`src/rtl/tbw_pkg.sv`:
```
package tbw_pkg;
  typedef enum logic [1:0] {
    TONE_OFF  = 2'd0,
    TONE_LOW  = 2'd1,
    TONE_HIGH = 2'd2
  } tone_mode_e;

  localparam int N_FUNC = 3;
  localparam int F_TMR  = 0;
  localparam int F_WDT  = 1;
  localparam int F_IRQ  = 2;
endpackage

```
`src/rtl/tbw_ctrl.sv`:
```
module tbw_ctrl
  import tbw_pkg::*;
#(
  parameter int SEL_W = 3
) (
  input  logic               clk,
  input  logic               rst,
  input  logic [N_FUNC-1:0]  set_cmd,
  input  logic [N_FUNC-1:0]  clr_cmd,
  input  logic               rate_we,
  input  logic [SEL_W-1:0]   rate_sel,
  input  logic               tone_hi_cmd,
  input  logic               tone_lo_cmd,
  input  logic               tone_off_cmd,
  output logic [N_FUNC-1:0]  en_q,
  output logic [SEL_W-1:0]   sel_q,
  output tone_mode_e         mode_q
);
  // One set/clear flop per function; disable has priority.
  for (genvar f = 0; f < N_FUNC; f++) begin : g_en
    always_ff @(posedge clk) begin
      if (rst)             en_q[f] <= 1'b0;
      else if (clr_cmd[f]) en_q[f] <= 1'b0;
      else if (set_cmd[f]) en_q[f] <= 1'b1;
    end
  end

  always_ff @(posedge clk) begin
    if (rst)          sel_q <= '0;
    else if (rate_we) sel_q <= rate_sel;
  end

  always_ff @(posedge clk) begin
    if (rst)               mode_q <= TONE_OFF;
    else if (tone_off_cmd) mode_q <= TONE_OFF;
    else if (tone_hi_cmd)  mode_q <= TONE_HIGH;
    else if (tone_lo_cmd)  mode_q <= TONE_LOW;
  end
endmodule

```
`src/rtl/tbw_chain.sv`:
```
module tbw_chain #(
  parameter int PRE_W = 8,
  parameter int SEL_W = 3
) (
  input  logic             clk,
  input  logic             rst,
  input  logic             tick,
  input  logic             clr,
  input  logic [SEL_W-1:0] sel,
  output logic             sel_bit,
  output logic             period_evt
);
  localparam int CODES   = 1 << SEL_W;
  localparam int TB_W    = CODES - 1;
  localparam int CHAIN_W = PRE_W + TB_W;
  localparam logic [PRE_W-1:0] PRE_ONE = 1;
  localparam logic [TB_W-1:0]  TB_ONE  = 1;

  logic [PRE_W-1:0]   pre_q;
  logic [TB_W-1:0]    tb_q;
  logic               pre_carry;
  logic [CHAIN_W-1:0] chain;
  logic [CODES-1:0]   code_bit;
  logic [CODES-1:0]   code_wrap;

  assign pre_carry = tick & (&pre_q);
  assign chain     = {tb_q, pre_q};

  // Shared prescaler: 32768 Hz down to 128 Hz.
  always_ff @(posedge clk) begin
    if (rst || clr)  pre_q <= '0;
    else if (tick)   pre_q <= pre_q + PRE_ONE;
  end

  // Time-base stage: 128 Hz down to 1 Hz.
  always_ff @(posedge clk) begin
    if (rst || clr)     tb_q <= '0;
    else if (pre_carry) tb_q <= tb_q + TB_ONE;
  end

  // Per rate code: the square-wave bit and the full-period wrap.
  for (genvar k = 0; k < CODES; k++) begin : g_code
    localparam int IDX = CHAIN_W - 1 - k;
    assign code_bit[k]  = chain[IDX];
    assign code_wrap[k] = &chain[IDX:0];
  end

  assign sel_bit    = code_bit[sel];
  assign period_evt = tick & ~clr & code_wrap[sel];
endmodule

```
`src/rtl/tbw_wdog.sv`:
```
module tbw_wdog #(
  parameter int WDT_W = 2
) (
  input  logic clk,
  input  logic rst,
  input  logic enable,
  input  logic period_evt,
  input  logic clr_stage,
  input  logic clr_flag,
  output logic flag
);
  localparam logic [WDT_W-1:0] STG_ONE = 1;

  logic [WDT_W-1:0] stage_q;
  logic             count_now;
  logic             timeout;

  assign count_now = enable & period_evt;
  assign timeout   = count_now & (&stage_q);

  always_ff @(posedge clk) begin
    if (rst || clr_stage) stage_q <= '0;
    else if (count_now)   stage_q <= stage_q + STG_ONE;
  end

  always_ff @(posedge clk) begin
    if (rst || clr_flag) flag <= 1'b0;
    else if (timeout)    flag <= 1'b1;
  end
endmodule

```
`src/rtl/tbw_tone.sv`:
```
module tbw_tone
  import tbw_pkg::*;
#(
  parameter int TONE_W = 4
) (
  input  logic       clk,
  input  logic       rst,
  input  logic       tick,
  input  tone_mode_e mode,
  output logic       tone_p,
  output logic       tone_n
);
  localparam int HI_BIT = TONE_W - 2;
  localparam int LO_BIT = TONE_W - 1;
  localparam logic [TONE_W-1:0] CNT_ONE = 1;

  logic [TONE_W-1:0] cnt_q;
  logic              sq;
  logic              on;

  always_ff @(posedge clk) begin
    if (rst)       cnt_q <= '0;
    else if (tick) cnt_q <= cnt_q + CNT_ONE;
  end

  always_comb begin
    case (mode)
      TONE_HIGH: begin sq = cnt_q[HI_BIT]; on = 1'b1; end
      TONE_LOW:  begin sq = cnt_q[LO_BIT]; on = 1'b1; end
      default:   begin sq = 1'b0;          on = 1'b0; end
    endcase
  end

  always_ff @(posedge clk) begin
    if (rst) begin
      tone_p <= 1'b0;
      tone_n <= 1'b0;
    end else begin
      tone_p <= on & sq;
      tone_n <= on & ~sq;
    end
  end
endmodule

```
`src/rtl/timebase_wdt_tone.sv`:
```
module timebase_wdt_tone
  import tbw_pkg::*;
#(
  parameter int PRE_W  = 8,
  parameter int SEL_W  = 3,
  parameter int WDT_W  = 2,
  parameter int TONE_W = 4
) (
  input  logic             clk,
  input  logic             rst,
  input  logic             tick,
  input  logic             tmr_en_cmd,
  input  logic             tmr_dis_cmd,
  input  logic             tmr_clr_cmd,
  input  logic             wdt_en_cmd,
  input  logic             wdt_dis_cmd,
  input  logic             wdt_clr_cmd,
  input  logic             irq_en_cmd,
  input  logic             irq_dis_cmd,
  input  logic             rate_we,
  input  logic [SEL_W-1:0] rate_sel,
  input  logic             tone_hi_cmd,
  input  logic             tone_lo_cmd,
  input  logic             tone_off_cmd,
  output logic             tb_wave,
  output logic             wdt_flag,
  output logic             irq_n,
  output logic             tone_p,
  output logic             tone_n
);
  logic [N_FUNC-1:0] set_cmd, clr_cmd, en_q;
  logic [SEL_W-1:0]  sel_q;
  tone_mode_e        tone_mode;
  logic              tmr_en_w, wdt_en_w, irq_en_w;
  logic              sel_bit, period_evt;

  assign set_cmd[F_TMR] = tmr_en_cmd;
  assign set_cmd[F_WDT] = wdt_en_cmd;
  assign set_cmd[F_IRQ] = irq_en_cmd;
  assign clr_cmd[F_TMR] = tmr_dis_cmd;
  assign clr_cmd[F_WDT] = wdt_dis_cmd;
  assign clr_cmd[F_IRQ] = irq_dis_cmd;

  assign tmr_en_w = en_q[F_TMR];
  assign wdt_en_w = en_q[F_WDT];
  assign irq_en_w = en_q[F_IRQ];

  tbw_ctrl #(.SEL_W(SEL_W)) u_ctrl (
    .clk          (clk),
    .rst          (rst),
    .set_cmd      (set_cmd),
    .clr_cmd      (clr_cmd),
    .rate_we      (rate_we),
    .rate_sel     (rate_sel),
    .tone_hi_cmd  (tone_hi_cmd),
    .tone_lo_cmd  (tone_lo_cmd),
    .tone_off_cmd (tone_off_cmd),
    .en_q         (en_q),
    .sel_q        (sel_q),
    .mode_q       (tone_mode)
  );

  tbw_chain #(.PRE_W(PRE_W), .SEL_W(SEL_W)) u_chain (
    .clk        (clk),
    .rst        (rst),
    .tick       (tick),
    .clr        (tmr_clr_cmd),
    .sel        (sel_q),
    .sel_bit    (sel_bit),
    .period_evt (period_evt)
  );

  tbw_wdog #(.WDT_W(WDT_W)) u_wdog (
    .clk        (clk),
    .rst        (rst),
    .enable     (wdt_en_w),
    .period_evt (period_evt),
    .clr_stage  (wdt_clr_cmd),
    .clr_flag   (wdt_clr_cmd | irq_dis_cmd),
    .flag       (wdt_flag)
  );

  tbw_tone #(.TONE_W(TONE_W)) u_tone (
    .clk    (clk),
    .rst    (rst),
    .tick   (tick),
    .mode   (tone_mode),
    .tone_p (tone_p),
    .tone_n (tone_n)
  );

  // Registered outputs; a latched timeout overrides the wave.
  always_ff @(posedge clk) begin
    if (rst) begin
      tb_wave <= 1'b0;
      irq_n   <= 1'b1;
    end else begin
      tb_wave <= tmr_en_w & sel_bit;
      irq_n   <= ~(irq_en_w & (wdt_flag | (tmr_en_w & sel_bit)));
    end
  end
endmodule

```
`config.mk`:
```
export PLATFORM = sky130hd
export DESIGN_NAME = timebase_wdt_tone
export DESIGN_NICKNAME = d
export VERILOG_FILES = /design/src/rtl/tbw_pkg.sv /design/src/rtl/tbw_ctrl.sv /design/src/rtl/tbw_chain.sv /design/src/rtl/tbw_wdog.sv /design/src/rtl/tbw_tone.sv /design/src/rtl/timebase_wdt_tone.sv
export SDC_FILE = /design/constraint.sdc
export NUM_CORES = 1
export LEC_CHECK = 0
export ABC_CLOCK_PERIOD_IN_PS = 1900
export BUFFER_PORTS_ARGS = -buffer_cell sky130_fd_sc_hd__buf_2
export CAP_MARGIN = 10
export CORE_ASPECT_RATIO = 0.5
export CORE_UTILIZATION = 40
export CTS_CLUSTER_DIAMETER = 120
export DETAILED_ROUTE_END_ITERATION = 7
export GPL_TIMING_DRIVEN = 0
export SETUP_SLACK_MARGIN = 0.15
export SLEW_MARGIN = 5
export SYNTH_ARGS = -nofsm -noshare
export SYNTH_HDL_FRONTEND = slang
export SYNTH_SLANG_ARGS = --single-unit
```
`constraint.sdc`:
```
create_clock -name clk -period 1.9 [get_ports clk]
set_clock_uncertainty 0.05 [all_clocks]
set_input_delay 0.19 -clock clk [delete_from_list [all_inputs] [get_ports clk]]
set_output_delay 0.19 -clock clk [all_outputs]
set_load 0.005 [all_outputs]
```
Word-level counts from Yosys, hierarchy flattened
Index checks and enable logic that the tools add are counted.
{"block": "word_totals", "ff_bits": 34, "input_bits": 18, "out_inout_bits": 5}
{"block": "op_classes", "add_sub_neg": 4, "n_lt_le_gt_ge": 1, "n_eq_ne": 2, "n_mux": 8, "bitwise_logic": 14, "n_reduce_logical": 19}
{"operator": "$reduce_and A15 Y1", "n": 1}
{"operator": "$reduce_and A14 Y1", "n": 1}
{"operator": "$reduce_and A13 Y1", "n": 1}
{"operator": "$reduce_and A12 Y1", "n": 1}
{"operator": "$reduce_and A11 Y1", "n": 1}
{"operator": "$reduce_and A10 Y1", "n": 1}
{"operator": "$reduce_or A2 Y1", "n": 5}
{"operator": "$and A1 B1 Y1", "n": 9}
{"operator": "$reduce_and A9 Y1", "n": 1}
{"operator": "$add A8 B1 Y8 const B", "n": 1}
{"operator": "$reduce_and A8 Y1", "n": 1}
{"operator": "$add A7 B1 Y7 const B", "n": 1}
{"operator": "$bmux W1 S3", "n": 2}
{"operator": "$add A4 B1 Y4 const B", "n": 1}
{"operator": "$lt A3 B4 Y1 const B", "n": 1}
{"operator": "$mux W2", "n": 2}
{"operator": "$logic_or A1 B1 Y1", "n": 3}
{"operator": "$mux W1", "n": 3}
{"operator": "$not A1 Y1", "n": 3}
{"operator": "$reduce_or A3 Y1", "n": 1}
{"operator": "$add A2 B1 Y2 const B", "n": 1}
{"operator": "$eq A2 B1 Y1 const B", "n": 1}
{"operator": "$eq A2 B2 Y1 const B", "n": 1}
{"operator": "$or A1 B1 Y1", "n": 2}
{"operator": "other kinds (3)", "n": 3}

Logic depth before layout (Yosys ltp)
Gate-level depths: netlist of run 1.
{"block": "logic_depth", "word_depth": 6, "mapped_depth": 6, "ltp_nobuf": 6}

Hierarchy
From an unflattened synthesis of run 1, not the netlist that was laid out.
{"block": "hier_totals", "hier_cells": 160, "area_unflattened_um2": 1589.0}
{"mod": "tbw_chain", "instances": 1, "cells_each": 89, "area_per_inst_um2": 849.6}
{"mod": "tbw_ctrl", "instances": 1, "cells_each": 26, "area_per_inst_um2": 272.8}
{"mod": "tbw_tone", "instances": 1, "cells_each": 25, "area_per_inst_um2": 262.8}
{"mod": "tbw_wdog", "instances": 1, "cells_each": 13, "area_per_inst_um2": 136.4}
{"mod": "timebase_wdt_tone", "instances": 1, "cells_each": 7, "area_per_inst_um2": 67.6}

Least setup slack after synthesis of run 1
OpenSTA, ideal clock, no wires.
{"block": "synth_path", "path_kind": "register to register", "from": "register u_chain.pre_q[0]", "to": "register u_chain.tb_q[3]", "setup_ns": 0.128, "t_arrival_ns": 1.362, "path_slack_ns": 0.361, "path_stages_with_launch": 7, "cell_sequence": "dfxtp_1 ha_1 nand4_1 nor2_1 nand4_1 xor2_1 nor2_1"}
{"block": "synth_between", "elab_chain_cells": 2}
{"item": "start, declared", "line": "tbw_chain.sv:19", "text": "logic [PRE_W-1:0] pre_q;"}
{"item": "start signal, assigned", "line": "tbw_chain.sv:32", "text": "else if (tick) pre_q <= pre_q + PRE_ONE;"}
{"item": "$reduce_and A8 Y1", "line": "tbw_chain.sv:26", "text": "assign pre_carry = tick & (&pre_q);"}
{"item": "$and A1 B1 Y1", "line": "tbw_chain.sv:26"}
{"item": "end signal, assigned", "line": "tbw_chain.sv:38", "text": "else if (pre_carry) tb_q <= tb_q + TB_ONE;"}
{"item": "end, declared", "line": "tbw_chain.sv:20", "text": "logic [TB_W-1:0] tb_q;"}
No other way between the ends.
A chain may end at the register's enable or synchronous reset.

Worst setup path after layout of run 1
{"block": "layout_path", "from": "register u_chain.pre_q[4]", "to": "register u_wdog.flag"}
{"block": "layout_between", "elab_chain_cells": 6, "elab_cells_between_ends": 13, "classes_between": "mux (2); bitwise (3); reduce/logical (8)"}
{"item": "$reduce_and A15 Y1 (tied with other cells)", "line": "tbw_chain.sv:45", "text": "assign code_wrap[k] = &chain[IDX:0];"}
{"item": "$bmux W1 S3 *", "line": "tbw_chain.sv:49", "text": "assign period_evt = tick & ~clr & code_wrap[sel];"}
{"item": "$mux W1 (implied by the code) *", "line": "tbw_chain.sv:49"}
{"item": "$and A1 B1 Y1 *", "line": "tbw_chain.sv:49"}
{"item": "$and A1 B1 Y1 *", "line": "tbw_wdog.sv:18", "text": "assign count_now = enable & period_evt;"}
{"item": "$and A1 B1 Y1 *", "line": "tbw_wdog.sv:19", "text": "assign timeout = count_now & (&stage_q);"}
{"item": "end signal, assigned", "line": "tbw_wdog.sv:27", "text": "if (rst || clr_flag) flag <= 1'b0;"}
{"item": "end signal, assigned", "line": "tbw_wdog.sv:28", "text": "else if (timeout) flag <= 1'b1;"}
{"item": "end, declared", "line": "tbw_wdog.sv:10", "text": "output logic flag"}
Mark *: on every way between the ends. The rest lies on a longest branch, timed or not. The select of a mux whose other input is x is not followed.

==> qor.yml, run 1 <==
outcome:
  outcome: "completed"
cells_and_area:
  fin_util: 0.513
  fill_cells: 333
  drive_gt1_frac: 0.236
  final_nets: 215
  multiInputGateArea_um2: 823
  antenna_cells: 0
  seq_area_um2: 682
  area_growth_pct: 18.5
sta:
  final-max-slew-violation-count: 0
  rsz0062_at_grt: "no"
  setup_viol: 0
  max_freq_ghz: 0.606
  tightest_slew_ns: 0.418
  timing.setup.tns_ns: 0
  period_needed_ns: 1.65
  fin_crit_sh: 0.869
  maxSlewHeadroom: 0.714
  hold_violations: 0
clock_network:
  clockBufferDepth: 2
  clk_latency_ns: 0.27
  htreeDepth: 2
  cts.hold.buffers_added: 0
  clock-sinks: 34
  cts_made_buffers: 5
  path_clk_slew_ns: 0.07
  cts_root_buffer: "clkbuf_8"
  cts_tree: "done"
placement:
  port_buffers: 20
  globalplace.congestion: 0.799
  dp.final_hpwl_mm: 2.08
routing:
  avgViaCountPerCell: 5.02
  drtIter0Drc: 37
  ant_nets: 0
  routed_wirelength_mm: 2.87
  drc: 0
  dr.pass1.iters: 4
  routedWlPerCell_um: 11.8
  num_vias: 1215
critical_path:
  worstSetupEndpointType: "flip-flop"
  rrSetupSlack_ns: 0.25
  path_max_fanout: 5
  cp-start-kind: "flip-flop"
  crit_required_ns: 2.05
  worstReg2RegStart: "u_chain.pre_q[4]$_SDFFE_PP0P_"
  critPathArrivalTime_ns: 1.80
  crit_type: "flip-flop to flip-flop"
  reg2reg_to: "u_wdog.flag$_SDFFE_PP0P_"
  ff2ff_path_depth: 5
die:
  ios: 23
  die-area_um2: 4100
  rows: 15
  die_w_um: 89.6
  core_um2: 3550
  die_h_um: 45.8
  initial_core_util: 0.433
synthesis:
  syn_inst: 161
  synth_nets: 185
  synth_top_cell_area_share: 0.443
  ys_types: 35
  ys_warn_count: 0
  avgSynthCellArea_um2: 9.54
  synthTopCellsByArea: "dfxtp_1, nor2_1, xor2_1"
  synth_seq_cells: 34
  yosysSeqAreaShare: 0.443
  yosysTopAreaCell: "dfxtp_1"
  syn_area_um2: 1540
global_route:
  antenna_found_initial: 0
  grt_max_degree: 11
  overflow: 0
  grt_pass1_wl_mm: 4.71
  grt_pass1_vias: 1072
  grt.total_usage: 0.158
job:
  max-cap-violations: 0
pwr:
  power_density_nw_per_um2: 718
  total_power_mw: 1.31
  ir_drop_uv: 266
  leakage_nw: 0.687
hold_path:
  holdCritStartpoint: "wdt_dis_cmd"
  min_to: "u_ctrl.en_q[1]$_SDFFE_PP0P_"
  hold_class: "primary input to flip-flop"
  min_path_cells: 2
## per-layer routing
metal | track usage | up-vias | wire, um
li1 | - | 620 | -
met1 | 0.206 | 569 | 1510
met2 | 0.247 | 23 | 1210
met3 | 0.0562 | 3 | 135
met4 | 0.0508 | 0 | 10
met5 | 0 | - | 0
## stage by stage
stage	worst slack [ns]	cell area, um2	hold slack, ns	cells
final	0.250	1820	0.0194	242
after global routing	0.153	1820	0.00734	242
after CTS	0.207	1800	0.0166	241
after detailed placement	0.0703	1700	0.309	232
after global placement	0.0810	1700	0.302	232
after floorplan	0.361	1540	0.205	161
## worst max-delay path by stage
stage / start / end / slack [ns]
finish: u_chain.pre_q[4]$_SDFFE_PP0P_ / u_wdog.flag$_SDFFE_PP0P_ / 0.25
global route: u_chain.pre_q[4]$_SDFFE_PP0P_ / u_wdog.flag$_SDFFE_PP0P_ / 0.15
CTS: u_chain.pre_q[0]$_SDFFE_PP0P_ / u_chain.pre_q[6]$_SDFFE_PP0P_ / 0.21
detailed placement: u_chain.pre_q[0]$_SDFFE_PP0P_ / u_chain.tb_q[3]$_SDFFE_PP0P_ / 0.07
global placement: u_chain.pre_q[0]$_SDFFE_PP0P_ / u_chain.tb_q[3]$_SDFFE_PP0P_ / 0.08
floorplan: u_chain.pre_q[0]$_SDFFE_PP0P_ / u_chain.tb_q[3]$_SDFFE_PP0P_ / 0.36
## sequential cells by signal, summed over array words and instances, names as in the netlist
signal / cells
u_wdog.stage_q: 2
u_chain.pre_q: 8
u_tone.tone_n: 1
u_ctrl.mode_q: 2
u_wdog.flag: 1
u_chain.tb_q: 7
u_ctrl.en_q: 3
u_ctrl.sel_q: 3
u_tone.tone_p: 1
tb_wave: 1
u_tone.cnt_q: 4
irq_n: 1
## Yosys cell counts
library cell  number
nor4_1             1
nor3b_1            1
nor3_1             9
o21ai_0            4
nand4b_1           2
inv_1              7
and3_1             1
nand4_4            1
o2111a_2           1
nand3b_1           1
a31oi_1            1
o21ai_2            1
dfxtp_1           34
nor2_1            26
nand3_1            4
o2111ai_1          1
buf_2              2
nor4b_4            1
or3_1              1
clkbuf_1           4
o31ai_1            1
or2_2              2
nand4_1            7
ha_1               6
a21oi_1            5
nand2_1            7
a22oi_1            1
and3_2             1
mux4_2             2
a2111oi_0          1
xor2_1            10
a211oi_2           1
xnor2_1            5
mux2i_1            7
a21boi_0           2
## where the power goes
group | switching, mW | total [mW] | internal, mW
Sequential | 0.0160 | 0.745 | 0.729
Clock | 0.234 | 0.486 | 0.252
Combinational | 0.0370 | 0.0749 | 0.0380
## what timing repair did
item,in CTS,in global routing
buffers inserted,2,1
pin swaps,1,0
setup endpoints to repair,3,7
gates resized for setup,2,5
## cell type report
| class | count | area share |
|---|---|---|
| plain buffers | 6 | 0.0138 |
| clock buffers | 7 | 0.0420 |
| inverters | 7 | 0.0144 |
| multi-input cells | 114 | 0.453 |
| flip-flops and latches | 34 | 0.375 |
| well taps | 51 | 0.0351 |
| repair buffers | 23 | 0.0674 |
## cell families (layout without fill, tap and decap cells)
logic type | after synthesis | after routing | synth area share
AND/OR/NAND/NOR | 65 | 65 | 0.227
flip-flops | 34 | 34 | 0.443
AO/OA/AOI/OAI | 19 | 19 | 0.0864
XOR/XNOR | 15 | 15 | 0.0856
buffers and inverters | 13 | 43 | 0.0334
multiplexers | 9 | 9 | 0.0750
adder cells (fa/ha/maj) | 6 | 6 | 0.0489
## placed cells by master, fill, tap and decap left out, types with 2 or more instances in the layout
cell type | synthesis | final
dfxtp_1 | 34 | 33
nor2_1 | 26 | 25
buf_2 | 2 | 22
xor2_1 | 10 | 10
nor3_1 | 9 | 8
inv_1 | 7 | 7
nand4_1 | 7 | 7
nand2_1 | 7 | 7
mux2i_1 | 7 | 7
clkbuf_1 | 4 | 6
ha_1 | 6 | 6
xnor2_1 | 5 | 5
clkbuf_8 | 0 | 5
nand3_1 | 4 | 4
o21ai_0 | 4 | 4
a21oi_1 | 5 | 4
buf_4 | 0 | 3
or2_2 | 2 | 2
nand4b_1 | 2 | 2
mux4_2 | 2 | 2
## worst max-delay path, cell delays in order, from the launching register on
cell and delay, ns:
dfxtp_1 0.45, nand4_4 0.19, nor4b_4 0.35, o2111a_2 0.28
o21ai_2 0.06, a211oi_2 0.19
Note: power is estimated with default switching activity, not from simulation.
==> inputs of run 2 (changes only) <==
CORE_UTILIZATION = 35   (was 40)
==> qor.yml, run 2 (synthesis gave the netlist of run 1 again) <==
outcome:
  outcome: "completed"  # unchanged
routing:
  drtIter0Drc: 100  # was 37
  highest_layer: "met4"  # unchanged
  met1_length_mm: 1.60  # was 1.51 mm
  avgViaCountPerCell: 4.74  # was 5.02
  ant_nets: 0  # unchanged
  wl_met3_um: 135  # unchanged
  num_vias: 1170  # was 1215
  routedWlPerCell_um: 11.7  # was 11.8 um
  routed_wirelength_mm: 2.89  # was 2.87 mm
  dr.pass1.iters: 4  # unchanged
  drc: 0  # unchanged
  wl_met2_mm: 1.13  # was 1.21 mm
sta:
  period_needed_ns: 1.63  # was 1.65 ns
  rsz0062_at_grt: "no"  # unchanged
  tightest_slew_ns: 0.445  # was 0.418 ns
  timing.setup.tns_ns: 0  # unchanged
  fin_crit_sh: 0.858  # was 0.869
  hold_violations: 0  # unchanged
  maxSlewHeadroom: 0.704  # was 0.714
  max_freq_ghz: 0.614  # was 0.606 GHz
  final-max-slew-violation-count: 0  # unchanged
  setup_viol: 0  # unchanged
critical_path:
  cp_common_cell: "buf_4"
  critPathArrivalTime_ns: 1.79  # was 1.80 ns
  worstSetupEndpointType: "flip-flop"  # unchanged
  path_max_fanout: 6  # was 5
  cp-start-kind: "flip-flop"  # unchanged
  crit_family: "simple AND/OR/NAND/NOR gates"  # unchanged
  critPathBufInv: 2  # was 0
  crit_chain: "ha_1, nand4_1, buf_4, buf_4, or3_1, a21oi_1"  # was nand4_4, nor4b_4, o2111a_2, o21ai_2, a211oi_2
  slowest_stage: "dfxtp_2"  # was dfxtp_1
  worstReg2RegStart: "u_chain.pre_q[0]$_SDFFE_PP0P_"  # was u_chain.pre_q[4]$_SDFFE_PP0P_
  crit_required_ns: 2.06  # was 2.05 ns
  crit_start: "u_chain.pre_q[0]$_SDFFE_PP0P_"  # was u_chain.pre_q[4]$_SDFFE_PP0P_
  slowest_delay_ns: 0.39  # was 0.45 ns
  crit_type: "flip-flop to flip-flop"  # unchanged
placement:
  port_buffers: 20  # unchanged
  postPlaceCellArea_um2: 1700  # about the same
  globalplace.congestion: 0.763  # was 0.799
  dp.final_hpwl_mm: 2.07  # was 2.08 mm
cells_and_area:
  fill_cells: 384  # was 333
  final_area_um2: 1900  # was 1820 um2
  antenna_cells: 0  # unchanged
  largest_reg_flops: 8  # unchanged
  drive_gt1_frac: 0.264  # was 0.236
  top_register: "u_chain.pre_q"  # unchanged
  mostFrequentLayoutCell: "dfxtp_1"  # unchanged
  area_growth_pct: 23.6  # was 18.5%
  final_cell_mix: "dfxtp_1, nor2_1, buf_2, xor2_1, nor3_1"  # unchanged
  largestRegisters: "u_chain.pre_q: 8 flops, u_chain.tb_q: 7 flops, u_tone.cnt_q: 4 flops"  # unchanged
  final_nets: 216  # was 215
global_route:
  overflow: 0  # unchanged
  grt_max_degree: 12  # was 11
  grt_pass1_vias: 1115  # was 1072
  grt.total_usage: 0.144  # was 0.158
  antenna_found_initial: 0  # unchanged
  grt_pass1_wl_mm: 5.04  # was 4.71 mm
clock_network:
  cts_root_buffer: "clkbuf_8"  # unchanged
  clk_latency_ns: 0.28  # was 0.27 ns
  htreeDepth: 2  # unchanged
  cts_tree: "done"  # unchanged
  path_clk_slew_ns: 0.07  # about the same
  clockBufferDepth: 2  # unchanged
  cts_made_buffers: 5  # unchanged
  clock-sinks: 34  # unchanged
hold_path:
  hold_class: "primary input to flip-flop"  # unchanged
  holdCritStartpoint: "tmr_dis_cmd"  # was wdt_dis_cmd
die:
  initial_core_util: 0.380  # was 0.433
  core_um2: 4040  # was 3550 um2
  die_h_um: 48.8  # was 45.8 um
  die-area_um2: 4670  # was 4100 um2
  ios: 23  # unchanged
  rows: 16  # was 15
  die_w_um: 95.7  # was 89.6 um
pwr:
  ir_drop_uv: 321  # was 266 uV
  leakage_nw: 0.727  # was 0.687 nW
  power_density_nw_per_um2: 868  # was 718 nW/um2
job:
  max-cap-violations: 0  # unchanged
-- run 2: cell count changes in the layout (fill, tap and decap cells not counted) --
cell / previous run / this run
dfxtp_1: 33 / 28
dfxtp_2: 1 / 6
bufinv_16: 0 / 2
clkbuf_1: 6 / 4
a21boi_0: 1 / 2
a21boi_2: 1 / 0
a21oi_1: 4 / 5
a21oi_2: 1 / 0
clkbuf_8: 5 / 6
dlygate4sd3_1: 0 / 1
-- run 2: cell type report --
type	instances	area [um2]	share of cell area
clock inverters	2	60.1	0.0316
plain buffers	6	25.0	0.0132
clock buffers	6	82.6	0.0435
flip-flops and latches	34	688	0.363
repair buffers	24	133	0.0699
inverters	7	26.3	0.0138
well taps	54	67.6	0.0356
multi-input cells	114	816	0.430
-- run 2: final timing paths --
kind / to / slack, ns / cells past startpoint
setup / recovery: u_chain.pre_q[6]$_SDFFE_PP0P_ / 0.27 / 6
hold reg to reg: irq_n$_SDFF_PP1_ / 0.37 / 1
setup reg to reg: u_chain.pre_q[6]$_SDFFE_PP0P_ / 0.27 / 6
hold / removal: u_ctrl.en_q[0]$_SDFFE_PP0P_ / 0.007 / 2
-- run 2: metrics by stage --
| step | hold WS, ns | instances | utilization | total power [mW] | setup slack [ns] |
|---|---|---|---|---|---|
| 2_1_floorplan | 0.205 | 161 | - | 0.804 | 0.361 |
| 3_3_place_gp | 0.302 | 235 | 0.421 | 0.834 | 0.0798 |
| 3_5_place_dp | 0.306 | 235 | 0.421 | 0.837 | 0.0350 |
| 4_1_cts | 0.00786 | 246 | 0.464 | 1.66 | 0.192 |
| 5_1_grt | 0.00762 | 247 | 0.469 | 1.71 | 0.172 |
| 6_report | 0.00687 | 247 | 0.469 | 1.65 | 0.270 |
-- run 2: timing repair --
action,in CTS,in global routing
pin swaps,1,1
buffers inserted,2,1
setup endpoints to repair,3,8
gates resized for setup,2,7
hold endpoints to repair,1,0
hold buffers,1,0
-- run 2: layer usage --
layer / global-route usage / vias to the layer above
met5: 0 / -
met4: 0.0522 / 0
met3: 0.0514 / 5
met2: 0.200 / 23
met1: 0.203 / 515
li1: - / 627
-- run 2: power by group --
part	switching, mW	leakage [nW]	internal [mW]
clock	0.267	0.0714	0.560
combinational	0.0381	0.376	0.0394
sequential	0.0161	0.279	0.728
